File: src/rtl/scl_gen_pkg.sv
package scl_gen_pkg;
  typedef enum logic [1:0] {
    PH_IDLE = 2'd0,
    PH_LOW  = 2'd1,
    PH_HIGH = 2'd2
  } phase_e;
endpackage

File: src/rtl/scl_timing_decode.sv
// Splits the timing word into its fields and flags any field change.
module scl_timing_decode #(
  parameter int WORD_W  = 32,
  parameter int PH_W    = 4,
  parameter int EXP_W   = 4,
  parameter int HI_LSB  = 16,
  parameter int LO_LSB  = 12,
  parameter int EXP_LSB = 0
) (
  input  logic              clk,
  input  logic              rst,
  input  logic [WORD_W-1:0] word,
  output logic [PH_W-1:0]   hi_len,
  output logic [PH_W-1:0]   lo_len,
  output logic [EXP_W-1:0]  exp_sel,
  output logic              chg
);
  localparam int FLD_W = 2 * PH_W + EXP_W;

  logic [FLD_W-1:0] fld;
  logic [FLD_W-1:0] fld_q;

  assign hi_len  = word[HI_LSB +: PH_W];
  assign lo_len  = word[LO_LSB +: PH_W];
  assign exp_sel = word[EXP_LSB +: EXP_W];
  assign fld     = {hi_len, lo_len, exp_sel};

  always_ff @(posedge clk) begin
    if (rst) fld_q <= '0;
    else     fld_q <= fld;
  end

  assign chg = (fld != fld_q);
endmodule

File: src/rtl/scl_prescaler.sv
// Power-of-two tick generator with stall and clear.
module scl_prescaler #(
  parameter int EXP_W = 4
) (
  input  logic             clk,
  input  logic             rst,
  input  logic [EXP_W-1:0] exp_sel,
  input  logic             run,
  input  logic             stall,
  input  logic             clear,
  output logic             tick
);
  localparam int PRE_W = (1 << EXP_W) - 1;

  logic [PRE_W-1:0] pre;
  logic [PRE_W:0]   lim_w;

  assign lim_w = ({{PRE_W{1'b0}}, 1'b1} << exp_sel) - 1'b1;
  assign tick  = run && !stall && !clear && (pre == lim_w[PRE_W-1:0]);

  always_ff @(posedge clk) begin
    if (rst || clear || !run || tick) pre <= '0;
    else if (!stall)                  pre <= pre + 1'b1;
  end
endmodule

File: src/rtl/scl_phase_fsm.sv
// Low/high phase sequencer with stretch wait and mid-phase strobes.
module scl_phase_fsm
  import scl_gen_pkg::*;
#(
  parameter int PH_W = 4
) (
  input  logic            clk,
  input  logic            rst,
  input  logic            en,
  input  logic            restart,
  input  logic            tick,
  input  logic [PH_W-1:0] hi_len,
  input  logic [PH_W-1:0] lo_len,
  output phase_e          st,
  output logic            scl_q,
  output logic            fall_q,
  output logic            lmid_q,
  output logic            hmid_q
);
  phase_e          nxt;
  logic [PH_W-1:0] cnt, cnt_n;
  logic            lmid_n, hmid_n;

  always_comb begin
    nxt   = st;
    cnt_n = cnt;
    if (!en) begin
      nxt   = PH_IDLE;
      cnt_n = '0;
    end else if (st == PH_IDLE || restart) begin
      nxt   = PH_LOW;
      cnt_n = '0;
    end else if (tick) begin
      if (st == PH_LOW) begin
        if (cnt == lo_len) begin
          nxt   = PH_HIGH;
          cnt_n = '0;
        end else begin
          cnt_n = cnt + 1'b1;
        end
      end else begin
        if (cnt == hi_len) begin
          nxt   = PH_LOW;
          cnt_n = '0;
        end else begin
          cnt_n = cnt + 1'b1;
        end
      end
    end
  end

  assign lmid_n = tick && (st == PH_LOW)  && (cnt == (lo_len >> 1));
  assign hmid_n = tick && (st == PH_HIGH) && (cnt == (hi_len >> 1));

  always_ff @(posedge clk) begin
    if (rst) begin
      st     <= PH_IDLE;
      cnt    <= '0;
      scl_q  <= 1'b1;
      fall_q <= 1'b0;
      lmid_q <= 1'b0;
      hmid_q <= 1'b0;
    end else begin
      st     <= nxt;
      cnt    <= cnt_n;
      scl_q  <= (nxt != PH_LOW);
      fall_q <= (nxt == PH_LOW) && (st != PH_LOW);
      lmid_q <= lmid_n;
      hmid_q <= hmid_n;
    end
  end
endmodule

File: src/rtl/scl_clock_gen.sv
// SCL phase timing generator: prescaler, phase counters, stretch wait.
module scl_clock_gen
  import scl_gen_pkg::*;
#(
  parameter int WORD_W = 32,
  parameter int PH_W   = 4,
  parameter int EXP_W  = 4
) (
  input  logic              clk,
  input  logic              rst,
  input  logic              enable,
  input  logic [WORD_W-1:0] timing_word,
  input  logic              scl_in,
  output logic              tick_o,
  output logic              scl_o,
  output logic              fall_o,
  output logic              low_mid_o,
  output logic              high_mid_o
);
  logic [PH_W-1:0]  hi_len, lo_len;
  logic [EXP_W-1:0] exp_sel;
  logic             chg;
  logic             run, stall, tick, tick_q;
  phase_e           st;

  scl_timing_decode #(
    .WORD_W(WORD_W), .PH_W(PH_W), .EXP_W(EXP_W),
    .HI_LSB(16), .LO_LSB(12), .EXP_LSB(0)
  ) u_dec (
    .clk(clk), .rst(rst), .word(timing_word),
    .hi_len(hi_len), .lo_len(lo_len), .exp_sel(exp_sel), .chg(chg)
  );

  assign run   = enable && (st != PH_IDLE);
  assign stall = (st == PH_HIGH) && !scl_in;

  scl_prescaler #(.EXP_W(EXP_W)) u_pre (
    .clk(clk), .rst(rst), .exp_sel(exp_sel),
    .run(run), .stall(stall), .clear(chg), .tick(tick)
  );

  scl_phase_fsm #(.PH_W(PH_W)) u_fsm (
    .clk(clk), .rst(rst), .en(enable), .restart(chg), .tick(tick),
    .hi_len(hi_len), .lo_len(lo_len), .st(st),
    .scl_q(scl_o), .fall_q(fall_o), .lmid_q(low_mid_o), .hmid_q(high_mid_o)
  );

  always_ff @(posedge clk) begin
    if (rst) tick_q <= 1'b0;
    else     tick_q <= tick;
  end

  assign tick_o = tick_q;
endmodule

File: config.mk
export PLATFORM = sky130hd
export DESIGN_NAME = scl_clock_gen
export DESIGN_NICKNAME = d
export VERILOG_FILES = /design/src/rtl/scl_gen_pkg.sv /design/src/rtl/scl_timing_decode.sv /design/src/rtl/scl_prescaler.sv /design/src/rtl/scl_phase_fsm.sv /design/src/rtl/scl_clock_gen.sv
export SDC_FILE = /design/constraint.sdc
export NUM_CORES = 1
export LEC_CHECK = 0
export BUFFER_PORTS_ARGS = -buffer_cell sky130_fd_sc_hd__buf_2
export CORE_ASPECT_RATIO = 2
export CORE_MARGIN = 2
export CORE_UTILIZATION = 35
export CTS_BUF_LIST = sky130_fd_sc_hd__clkbuf_4
export DETAILED_ROUTE_END_ITERATION = 10
export GPL_TIMING_DRIVEN = 0
export PLACE_DENSITY_LB_ADDON = 0.05
export REMOVE_ABC_BUFFERS = 1
export SYNTH_ARGS = -nofsm -noshare
export SYNTH_HDL_FRONTEND = slang
export SYNTH_SLANG_ARGS = --single-unit
File: constraint.sdc
create_clock -name clk -period 4.6 [get_ports clk]
set_input_delay 0.69 -clock clk [delete_from_list [all_inputs] [get_ports clk]]
set_output_delay 0.69 -clock clk [all_outputs]
set_load 0.03 [all_outputs]
# [Word level (Yosys, flattened, before mapping)]
# Cells that the tools add are included.
# W data, S select, Z words.
[totals] output_inout_bits=5 inputBits=36 regBits=38
[classes] shifts=1 reduce_logical=21 eq_ne=11 n_mux=9 bitwise=1 addsub=3
[op_table] operator="$add A15 B1 Y15 const B" n=1
[op_table] operator="$eq A15 B15 Y1" n=1
[op_table] operator="$shl A1 B4 Y15 const A" n=1
[op_table] operator="$sub A15 B1 Y15 const B" n=1
[op_table] operator="$mux W2" n=6
[op_table] operator="$mux W4" n=3
[op_table] operator="$ne A12 B12 Y1" n=1
[op_table] operator="$logic_and A1 B1 Y1" n=10
[op_table] operator="$eq A4 B3 Y1" n=2
[op_table] operator="$eq A4 B4 Y1" n=2
[op_table] operator="$add A4 B1 Y4 const B" n=1
[op_table] operator="$eq A2 B1 Y1 const B" n=2
[op_table] operator="$logic_not A1 Y1" n=4
[op_table] operator="$logic_or A1 B1 Y1" n=4
[op_table] operator="$ne A2 B1 Y1 const B" n=2
[op_table] operator="$reduce_or A3 Y1" n=1
[op_table] operator="$eq A2 B2 Y1 const B" n=1
[op_table] operator="$logic_not A2 Y1" n=1
[op_table] operator="$reduce_bool A2 Y1" n=1
[op_table] operator="$not A1 Y1" n=1

# [Longest topological paths before layout]
[logic_depth] ltp_word=11 ltp_mapped=15

# [By module]
# Synthesis repeated with hierarchy kept, for this count alone.
[hier_totals] hier_cells=277 area_unflattened_um2=2394.8
[modules_own_cells] module="scl_prescaler" instances=1 cells_per_inst=155 area_each_um2=1197.4 seq_area_each_um2=300.3
[modules_own_cells] module="scl_phase_fsm" instances=1 cells_per_inst=65 area_each_um2=608.1 seq_area_each_um2=200.2
[modules_own_cells] module="scl_timing_decode" instances=1 cells_per_inst=53 area_each_um2=543.0 seq_area_each_um2=240.2
[modules_own_cells] module="scl_clock_gen" instances=1 cells_per_inst=4 area_each_um2=46.3 seq_area_each_um2=20.0

# [Least setup slack after synthesis]
# Ideal clock, no wire load.
[synth_timing] path_type="input to register" startpoint="in timing_word[3]" endpoint="reg u_fsm.cnt[3]" t_arrival_ns=4.122 setup_time_ns=0.079 slack_ns=0.399 n_path_buf=4 path_stages=14 path_cell_list="buf_2 clkbuf_1 clkbuf_1 nor2_1 nand3_1 ha_1 xnor2_1 xnor2_1 or4_1 or4b_1 or4_1 buf_2 or3_1 a22oi_1"
[synth_between] elab_chain_cells=4
[synth_rtl] item="from (decl)" line="scl_clock_gen.sv:12" rtl="input logic [WORD_W-1:0] timing_word,"
[synth_rtl] item="$shl A1 B4 Y15 or $ne A12 B12 Y1 (tied branches)" line="scl_prescaler.sv:18, scl_timing_decode.sv:33"
[synth_rtl] item="$sub A15 B1 Y15 or $logic_not A1 Y1 (tied branches)" line="scl_prescaler.sv:18, scl_prescaler.sv:19"
[synth_rtl] item="$eq A15 B15 Y1 or $logic_and A1 B1 Y1 (tied branches)" line="scl_prescaler.sv:19" rtl="assign tick = run && !stall && !clear && (pre == lim_w[PRE_W-1:0]);"
[synth_rtl] item="$logic_and A1 B1 Y1" line="scl_prescaler.sv:19"
[synth_rtl] item="to (signal assigned)" line="scl_phase_fsm.sv:65" rtl="cnt <= cnt_n;"
[synth_rtl] item="to (decl)" line="scl_phase_fsm.sv:21" rtl="logic [PH_W-1:0] cnt, cnt_n;"
# Parallel ways exist; a longest one is shown, timed or not.
# A chain may end at the register's enable or synchronous reset.

# [Final worst setup path]
[layout_timing] startpoint="in timing_word[2]" endpoint="reg u_fsm.cnt[3]"
# The elaborated chain is that of the path after synthesis.

==> flow_summary.json <==
{
  "synth_cells": 298,
  "drt_iter0_drc": 121,
  "wl_mm": 6.03,
  "yosys_warnings": 0,
  "nets": 344,
  "finClkSkew_ns": 0.0171,
  "power.density_nw_per_um2": 271,
  "cts_setup_buffers": 0,
  "fmax_mhz": 240,
  "seq_area_frac_synth_pct": 31.3,
  "first_global_vias": 2045,
  "rows": 43,
  "fill_cells": 744,
  "maxCapViolCount": 0,
  "cp_max_fo": 26,
  "cts.clk_slew.worst_paths_ns": 0.13,
  "cts_tree": "yes",
  "drc": 0,
  "hold_viol_final": 0,
  "postCtsResizedCells": 0,
  "ant_nets": 0,
  "grt_use_total_pct": 17.0,
  "hp-class": "reg2reg",
  "regArea_um2": 761,
  "synth_area_leaders": "dfxtp_1, xnor2_1, xor2_1",
  "post-route-util_pct": 39.1,
  "first_pass_iters": 4,
  "place_ws_ns": 0.0727,
  "max_slew.worst_pin.slew_ns": 0.703,
  "port_buffers": 20,
  "timing.setup.tns_ns": 0,
  "vias": 2093,
  "ys_seq_elements": 38,
  "cts.path.max_buffers": 2,
  "syn_area_um2": 2430,
  "slew_headroom_pct": 52.8,
  "synth-main-ff-cell": "dfxtp_1",
  "clock-root-buffer": "clkbuf_4",
  "insertion_delay_ns": 0.38,
  "avgSynthCellArea_um2": 8.16,
  "fp.dieH_um": 122,
  "start_util_pct": 35.6,
  "synth_cell_types": 56,
  "slew_violations": 0,
  "grt_first_pass_wirelength_mm": 10.3,
  "hold_buffers": 0,
  "die_x_um": 62.9,
  "critPathKind": "in2reg",
  "cts.sinks": 38,
  "finalWorstSetupSlack_ns": 0.439,
  "worstSetupStartpointType": "primary input",
  "wire_per_inst_um": 15.2,
  "fin_crit_ns": 4.16,
  "async_flop_share_pct": 0,
  "htree_levels": 2,
  "rsz0062_at_grt": "no",
  "outcome": "finished, final reports clean",
  "cts_buffers": 5,
  "hpwl_mm": 4.38,
  "synth_commonest_cells": "dfxtp_1, nor2_1, xnor2_1",
  "routed_via_density": 5.27,
  "multiInputGateArea_um2": 1550,
  "globalplace.congestion": 0.792,
  "drive_above_1_share_pct": 11.1,
  "yosysTopAreaCell": "dfxtp_1",
  "worstPathArrival_ns": 4.46,
  "synth_edf_count": 0,
  "coreArea_um2": 6830,
  "grt_max_degree": 27,
  "end_kind": "flip-flop",
  "grt-ovfl-total": 0,
  "yosysMostFrequentCell": "dfxtp_1",
  "p_leak_nw": 0.926,
  "post-route-period-util_pct": 90.5,
  "finalSetupViolCount": 0,
  "peakVddDrop_uv": 169,
  "antenna_found_initial": 1,
  "die-area_um2": 7670,
  "cp.required_ns": 4.90,
  "pin_count": 41,
  "synthToLayoutAreaGrowth_pct": 9.83,
  "netlist.area_leader.share_pct": 31.3
}
-- area by class of cell --
class / instances / share of cell area (%)
clock inverter: 3 / 2.58
sequential: 38 / 28.5
inverter: 7 / 0.984
tap: 90 / 4.22
antenna: 1 / 0.0937
timing repair buffer: 21 / 4.17
multi-input combinational: 232 / 58.1
clock buffer: 5 / 1.41
-- through the flow --
stage                     cell area, µm²  instances  total power [mW]  hold slack [ns]
final                               2670        397             0.724            0.521
after floorplan                     2330        277             0.396            0.473
after CTS                           2670        396             0.734            0.524
after global placement              2540        387             0.431            0.498
after global routing                2670        397             0.754            0.571
after detailed placement            2560        388             0.432            0.505
-- where the power goes --
part           internal, mW  switching [mW]  leakage (nW)
clock                 0.170           0.129        0.0554
sequential            0.336         0.00353         0.310
combinational        0.0342          0.0507         0.560
total                 0.540           0.184         0.926
-- worst paths after layout --
check	startpoint	end	slack [ns]	cells after the start
min	u_pre.pre[1]$_SDFFE_PP0N_	u_pre.pre[1]$_SDFFE_PP0N_	0.52	2
max reg2reg	u_dec.fld_q[7]$_SDFF_PP0_	u_fsm.cnt[3]$_SDFFE_PP0N_	1.28	7
max	timing_word[2]	u_fsm.cnt[3]$_SDFFE_PP0N_	0.44	11
min reg2reg	u_pre.pre[1]$_SDFFE_PP0N_	u_pre.pre[1]$_SDFFE_PP0N_	0.52	2
-- critical path: stages --
cell,delay [ns]
buf_2,0.37
nor2_1,0.12
nand3_1,0.10
ha_1,0.51
xnor2_1,0.15
xnor2_1,0.17
or4_1,0.51
or4b_1,0.55
or4_1,0.72
or3_1,0.40
a22oi_1,0.15
-- state kept, by name, summed over array words and instances, names as in the netlist --
name / count
u_dec.fld_q: 12
u_fsm.lmid_q: 1
u_fsm.scl_q: 1
u_pre.pre: 15
u_fsm.st: 2
u_fsm.fall_q: 1
u_fsm.hmid_q: 1
tick_o: 1
u_fsm.cnt: 4
-- per-layer routing --
metal | share of wire, % | wire length (µm) | vias to the layer above | track usage [%]
met2 | 49 | 2930 | 30 | 28.5
met4 | 2.0 | 120 | 0 | 7.36
met3 | 2.5 | 149 | 6 | 2.86
li1 | - | - | 1067 | -
met5 | 0 | 0 | - | 0
met1 | 47 | 2830 | 990 | 21.4
-- cells by family (layout without fill, tap and decap cells) --
kind of cell,after synthesis,after routing,synth area share (%)
flops,38,38,31.3
xor+xnor,45,45,16.2
simple gates,144,144,33.5
fa+ha+maj,3,3,1.54
compound gates,39,39,11.7
buf+inv,28,36,5.40
other cells,0,1,0
mux,1,1,0.412
-- layout by cell type (no fill, tap or decap), drive strengths merged, types with 3 or more instances in the layout --
cell type | netlist | layout
a21oi | 5 | 5
and2 | 3 | 3
and3 | 4 | 4
buf | 5 | 21
clkbuf | 16 | 5
dfxtp | 38 | 38
ha | 3 | 3
inv | 7 | 7
nand2 | 22 | 22
nand2b | 4 | 4
nand3 | 13 | 13
nand4 | 10 | 10
nor2 | 29 | 29
nor2b | 18 | 18
nor3 | 5 | 5
nor3b | 3 | 3
nor4 | 9 | 9
o2111ai | 3 | 3
o211a | 3 | 3
o21ai | 10 | 10
or3 | 3 | 3
or4 | 6 | 6
xnor2 | 28 | 28
xor2 | 17 | 17
Power figures use the tool's default switching activity.
